<file path="config.mk">
export PLATFORM = sky130hd
export DESIGN_NAME = insn_bkpt_unit
export DESIGN_NICKNAME = d
export VERILOG_FILES = /design/src/rtl/ibu_pkg.sv /design/src/rtl/ibu_addr_cmp.sv /design/src/rtl/ibu_ctx_cmp.sv /design/src/rtl/insn_bkpt_unit.sv
export SDC_FILE = /design/constraint.sdc
export NUM_CORES = 2
export LEC_CHECK = 0
export BUFFER_PORTS_ARGS = -buffer_cell sky130_fd_sc_hd__buf_2
export CORE_AREA = 2 2 670 672
export CTS_CLUSTER_DIAMETER = 100
export DETAILED_ROUTE_END_ITERATION = 6
export DIE_AREA = 0 0 672 674
export HOLD_SLACK_MARGIN = 0.05
export MAX_ROUTING_LAYER = met4
export PLACE_DENSITY = 0.35
export SYNTH_ARGS = -nofsm -noshare
export SYNTH_HDL_FRONTEND = slang
export SYNTH_SLANG_ARGS = --single-unit
</file>
<file path="constraint.sdc">
create_clock -name clk_i -period 0.8 [get_ports clk_i]
set_input_delay 0.08 -clock clk_i [delete_from_list [all_inputs] [get_ports clk_i]]
set_output_delay 0.08 -clock clk_i [all_outputs]
set_load 0.01 [all_outputs]
</file>
<file path="src/rtl/ibu_pkg.sv">
package ibu_pkg;
  localparam int CW_W    = 32;
  localparam int CTX_W   = 32;
  localparam int VMID_W  = 16;
  localparam int VAL_W   = 2 * CTX_W;
  localparam int LBN_W   = 4;
  localparam int LINK_SPAN = 1 << LBN_W;

  typedef enum logic [2:0] {
    K_ADDR  = 3'd0,
    K_CTX   = 3'd1,
    K_MISS  = 3'd2,
    K_CTX1  = 3'd3,
    K_VMID  = 3'd4,
    K_VMCTX = 3'd5,
    K_CTX2  = 3'd6,
    K_FULL  = 3'd7
  } kind_e;

  typedef struct packed {
    logic             en;
    logic [3:0]       sel;
    logic [LBN_W-1:0] lbn;
    logic             linked;
    kind_e            kind;
  } bctl_t;

  function automatic bctl_t decode_ctl(logic [CW_W-1:0] w);
    bctl_t c;
    c.en     = w[0];
    c.sel    = w[8:5];
    c.lbn    = w[19:16];
    c.linked = w[20];
    c.kind   = kind_e'(w[23:21]);
    return c;
  endfunction

  function automatic logic is_addr_kind(kind_e k);
    return (k == K_ADDR) || (k == K_MISS);
  endfunction
endpackage

</file>
<file path="src/rtl/ibu_addr_cmp.sv">
module ibu_addr_cmp
  import ibu_pkg::*;
#(
  parameter int AW = VAL_W
) (
  input  kind_e         kind_i,
  input  logic [3:0]    sel_i,
  input  logic [AW-1:0] val_i,
  input  logic [AW-1:0] fetch_i,
  output logic          cond_o
);
  localparam logic [AW-1:0] LOW_MASK = AW'(3);

  logic word_eq, hw_hi, sel_legal, sel_hit;

  assign word_eq = ((val_i ^ fetch_i) & ~LOW_MASK) == '0;
  assign hw_hi   = fetch_i[1];

  always_comb begin
    sel_legal = 1'b1;
    sel_hit   = 1'b0;
    unique case (sel_i)
      4'b0011: sel_hit = word_eq & ~hw_hi;
      4'b1100: sel_hit = word_eq &  hw_hi;
      4'b1111: sel_hit = word_eq & ~hw_hi;
      default: sel_legal = 1'b0;
    endcase
  end

  always_comb begin
    cond_o = 1'b0;
    if (kind_i == K_ADDR)
      cond_o = sel_legal & sel_hit;
    else if (kind_i == K_MISS)
      cond_o = (sel_i == 4'b0000) | (sel_legal & ~sel_hit);
  end
endmodule

</file>
<file path="src/rtl/ibu_ctx_cmp.sv">
module ibu_ctx_cmp
  import ibu_pkg::*;
(
  input  kind_e              kind_i,
  input  logic [VAL_W-1:0]   val_i,
  input  logic [CTX_W-1:0]   ctx1_i,
  input  logic [CTX_W-1:0]   ctx2_i,
  input  logic [VMID_W-1:0]  vmid_i,
  output logic               match_o
);
  logic c1_eq, c2_eq, vm_eq;

  assign c1_eq = val_i[CTX_W-1:0] == ctx1_i;
  assign c2_eq = val_i[VAL_W-1:CTX_W] == ctx2_i;
  assign vm_eq = val_i[CTX_W+VMID_W-1:CTX_W] == vmid_i;

  always_comb begin
    unique case (kind_i)
      K_CTX, K_CTX1: match_o = c1_eq;
      K_VMID:        match_o = vm_eq;
      K_VMCTX:       match_o = vm_eq & c1_eq;
      K_CTX2:        match_o = c2_eq;
      K_FULL:        match_o = c1_eq & c2_eq;
      default:       match_o = 1'b0;
    endcase
  end
endmodule

</file>
<file path="src/rtl/insn_bkpt_unit.sv">
module insn_bkpt_unit
  import ibu_pkg::*;
#(
  parameter int NUM_BKPT = 16
) (
  input  logic                      clk_i,
  input  logic                      rst_ni,
  input  logic [NUM_BKPT*CW_W-1:0]  ctrl_i,
  input  logic [NUM_BKPT*VAL_W-1:0] value_i,
  input  logic                      fetch_valid_i,
  input  logic [VAL_W-1:0]          fetch_addr_i,
  input  logic [CTX_W-1:0]          ctx1_i,
  input  logic [CTX_W-1:0]          ctx2_i,
  input  logic [VMID_W-1:0]         vmid_i,
  output logic [NUM_BKPT-1:0]       hit_o
);
  bctl_t                 ctl      [NUM_BKPT];
  logic [NUM_BKPT-1:0]   addr_ok;
  logic [NUM_BKPT-1:0]   ctx_m;
  logic [NUM_BKPT-1:0]   ctx_ok;
  logic [LINK_SPAN-1:0]  ctx_ok_pad;
  logic [NUM_BKPT-1:0]   raw_hit;
  logic [NUM_BKPT-1:0]   hit_q;

  for (genvar i = 0; i < NUM_BKPT; i++) begin : g_bp
    assign ctl[i] = decode_ctl(ctrl_i[i*CW_W +: CW_W]);

    ibu_addr_cmp #(.AW(VAL_W)) u_addr (
      .kind_i  (ctl[i].kind),
      .sel_i   (ctl[i].sel),
      .val_i   (value_i[i*VAL_W +: VAL_W]),
      .fetch_i (fetch_addr_i),
      .cond_o  (addr_ok[i])
    );

    ibu_ctx_cmp u_ctx (
      .kind_i  (ctl[i].kind),
      .val_i   (value_i[i*VAL_W +: VAL_W]),
      .ctx1_i  (ctx1_i),
      .ctx2_i  (ctx2_i),
      .vmid_i  (vmid_i),
      .match_o (ctx_m[i])
    );

    // usable as link target: enabled context kind that matches now
    assign ctx_ok[i] = ctl[i].en & ~is_addr_kind(ctl[i].kind) & ctx_m[i];
  end

  assign ctx_ok_pad = LINK_SPAN'(ctx_ok);

  always_comb begin
    for (int i = 0; i < NUM_BKPT; i++) begin
      raw_hit[i] = 1'b0;
      if (ctl[i].en) begin
        if (is_addr_kind(ctl[i].kind))
          raw_hit[i] = addr_ok[i] & (~ctl[i].linked | ctx_ok_pad[ctl[i].lbn]);
        else
          raw_hit[i] = ~ctl[i].linked & ctx_m[i];
      end
    end
  end

  always_ff @(posedge clk_i or negedge rst_ni) begin
    if (!rst_ni)            hit_q <= '0;
    else if (fetch_valid_i) hit_q <= raw_hit;
    else                    hit_q <= '0;
  end

  assign hit_o = hit_q;

  a_r1_idle_zero: assert property (@(posedge clk_i) disable iff (!rst_ni)
    !fetch_valid_i |=> hit_o == '0);

  for (genvar i = 0; i < NUM_BKPT; i++) begin : g_chk
    a_r2_disabled_quiet: assert property (@(posedge clk_i) disable iff (!rst_ni)
      !ctl[i].en |=> !hit_o[i]);

    a_r5_miss_any: assert property (@(posedge clk_i) disable iff (!rst_ni)
      (fetch_valid_i && ctl[i].en && ctl[i].kind == K_MISS && ctl[i].sel == 4'b0000
       && !ctl[i].linked) |=> hit_o[i]);

    a_r6_bad_sel: assert property (@(posedge clk_i) disable iff (!rst_ni)
      (ctl[i].kind == K_ADDR && !(ctl[i].sel inside {4'b0011, 4'b1100, 4'b1111}))
      |=> !hit_o[i]);

    a_r8_linked_ctx_silent: assert property (@(posedge clk_i) disable iff (!rst_ni)
      (!is_addr_kind(ctl[i].kind) && ctl[i].linked) |=> !hit_o[i]);

    a_r10_link_range: assert property (@(posedge clk_i) disable iff (!rst_ni)
      (is_addr_kind(ctl[i].kind) && ctl[i].linked
       && {1'b0, ctl[i].lbn} >= (LBN_W+1)'(NUM_BKPT)) |=> !hit_o[i]);

    a_r9_link_needs_ctx: assert property (@(posedge clk_i) disable iff (!rst_ni)
      (is_addr_kind(ctl[i].kind) && ctl[i].linked && !ctx_ok_pad[ctl[i].lbn])
      |=> !hit_o[i]);
  end
endmodule

</file>
==> flow_metrics.tcl <==
set metrics [dict create \
    outcome "finished, violations left" \
    violations "setup timing" \
    async_reset_ff_share_pct 100 \
    crit_buf_inv 4 \
    num_rows 246 \
    crit_top_cell "buf_12" \
    syn-cell-area_mm2 0.0316 \
    layout_common_cells "buf_4 (1808), xnor2_1 (1245), buf_2 (1229)" \
    hold_depth 4 \
    antenna_found_initial 587 \
    endpoint "hit_o[13]" \
    worstSetupPathDepth 13 \
    cts.path.max_buffers 2 \
    drive_gt1_share_pct 51.2 \
    initial_core_util_pct 7.07 \
    die_area_mm2 0.453 \
    finalSetupTns_ns -40.29 \
    finalWorstSetupSlack_ns -2.50 \
    crit_slowest_cell "or4_4" \
    max_cap_violations 0 \
    largest_register_ffs 16 \
    synth-main-ff-cell "dfrtp_1" \
    firstDrtPassIters 6 \
    routed_wl_mm 645 \
    fin_nets 8864 \
    dpl.cell_count 13089 \
    cts_buffers 3 \
    final_common_cell "buf_4" \
    grt_setup_unrepaired "yes" \
    vias 51010 \
    peakVddDrop_mv 0.493 \
    fp.coreArea_mm2 0.447 \
    place_congestion 1.02 \
    synthCells 4020 \
    grt_max_degree 15 \
    cts_tree "yes" \
    combPwrFrac_pct 95.7 \
    viasPerCell 3.76 \
    place_area_mm2 0.0645 \
    end_kind "register" \
    pwr_density_cell_mw_per_mm2 739 \
    start_kind "input pin" \
    tightest_slew_ns 1.06 \
    post-route-drc-count 0 \
    drtIter0Drc 6079 \
    clkPwrFrac_pct 2.7 \
    maxSlewViolCount 0 \
    slew_headroom_pct 28.9 \
    io_buffer_count 1393 \
    grt-ovfl-total 0 \
    grt_use_total_pct 28.1 \
    crit_chain "buf_8 -> xor2_2 -> nor4_4 -> nand4_1 -> buf_4 -> or4_4 -> a211oi_4 -> buf_12 -> buf_12 -> mux2i_1 -> mux4_2 -> and3_4 -> a311oi_2" \
    clkSinkCount 16 \
    h-tree-depth 1 \
    grt_pass1_vias 49311 \
    cp_data_required_time_ns 0.99 \
    fin_area_mm2 0.0675 \
    grt_first_pass_wirelength_mm 751 \
    dp_hpwl_mm 597 \
    p_sw_share_pct 58.1 \
    fin_crit_ns 3.30 \
    wl_per_cell_um 47.5 \
    ys_seq_area_share_pct 1.27 \
    clk_pin_slew_ns 0.08 \
    cts-root-buf "clkbuf_16" \
    die_h_um 674 \
    finalSetupViolations 32 \
    p_seq_share_pct 1.7 \
    drt.antenna.violating_nets 0 \
    synth.avg_cell_area_um2 7.85 \
    cp_top_family "simple AND/OR/NAND/NOR gates" \
    synth_fp_nets 5703 \
    synth.distinct_cells 75 \
    cp_data_arrival_time_ns 3.49 \
    p_int_w 0.0209 \
    die_w_um 672 \
    yosysWarnings 0 \
    io-pin-count 1699 \
    areaGrowthSynthToFinish_pct 114 \
    leakagePower_nw 27.0 \
    fin_cells 13568 \
    nFillCells 51259 \
    dp_slack_ns -3.37 \
    cp-startpoint "ctx2_i[19]" \
    p_switching_w 0.0290 \
    slowest_delay_ns 0.51 \
    critPathMaxFanout 4 \
    clock.fmax_ghz 0.303 \
    crit_type "input pin to register" \
    min_path_type "input pin to register" \
    hold_violations 0 \
    finalCritPeriodShare_pct 413 \
    ys_ff_latch 16 \
    synth_edf_count 0 \
]
-- cells in the mapped netlist (34+ instances only) --
cell      instances  area [um2]
nand4_1         371        2320
nand2_1          61         229
mux2i_1          56         561
nor2_1           48         180
buf_2           126         631
nor3_1           53         265
mux4_2           34         766
clkbuf_1        122         458
inv_1            53         199
nand3_1          62         310
xnor2_1        1263       11100
nor4_1          328        2050
xor2_1         1025        8980
-- metrics by stage --
| stage | power (W) | utilization (%) | hold slack [ns] |
|---|---|---|---|
| floorplan | 0.0148 | - | -0.216 |
| global placement | 0.0473 | 14.4 | -0.00928 |
| detailed placement | 0.0469 | 14.4 | -0.0119 |
| CTS | 0.0493 | 14.8 | 0.0665 |
| global route | 0.0505 | 15.1 | 0.0850 |
| finish | 0.0499 | 15.1 | 0.0854 |
-- worst min-delay path: cells and delay by family --
| family | cells | cell delay, ns |
|---|---|---|
| AND/OR/NAND/NOR | 1 | 0.05 |
| AO/OA/AOI/OAI | 1 | 0.06 |
| buffers and inverters | 2 | 0.13 |
-- power by group through the flow --
stage                     clock, W  sequential [W]  combinational [W]
final                      0.00133        0.000837             0.0477
after global routing       0.00138        0.000837             0.0483
after CTS                  0.00141        0.000837             0.0470
after detailed placement         0        0.000850             0.0461
after global placement           0        0.000851             0.0464
after floorplan                  0        0.000844             0.0140
-- worst min path at each step --
stage	to	from	slack [ns]
after floorplan	hit_o[0]	rst_ni	-0.22
after global placement	hit_o[14]	rst_ni	-0.009
after detailed placement	hit_o[14]	rst_ni	-0.01
after CTS	hit_o[10]	ctrl_i[338]	0.07
after global routing	hit_o[0]	ctrl_i[20]	0.09
final	hit_o[0]	ctrl_i[20]	0.09
-- cell families (layout without fill, tap and decap cells) --
kind of cell | Yosys count | after routing | share of synthesized area, %
AO/OA/AOI/OAI | 210 | 210 | 5.19
buffers and inverters | 366 | 3526 | 5.55
AND/OR/NAND/NOR | 1034 | 1034 | 19.5
other | 0 | 436 | 0
multiplexers | 106 | 106 | 5.01
flip-flops | 16 | 16 | 1.27
XOR/XNOR | 2288 | 2288 | 63.5
-- layout make-up --
type | count | area [um2] | share of cell area (%)
antenna | 436 | 1090 | 1.62
clock buffer | 4 | 88.8 | 0.132
inverter | 53 | 199 | 0.295
multi-input combinational | 3638 | 30600 | 45.3
sequential | 16 | 408 | 0.604
tap | 5952 | 7450 | 11.0
timing repair buffer | 3469 | 27700 | 41.0
-- timing repair --
action / 4_1_cts / 5_1_grt
endpoints found under the hold margin: 16 / 0
endpoints found under the setup margin: 32 / 32
hold buffers: 1 / 0
pin swaps: 75 / 39
setup buffers: 33 / 14
gates cloned: 2 / 0
gates resized for setup: 233 / 57
-- metal layers --
layer,vias to the layer above,wire (um),track usage (%)
met4,0,39200,13.2
met3,1008,64500,10.4
li1,20963,-,-
met1,25422,263000,32.8
met2,3617,279000,42.7
met5,-,0,-
(Power assumes the default switching activity.)
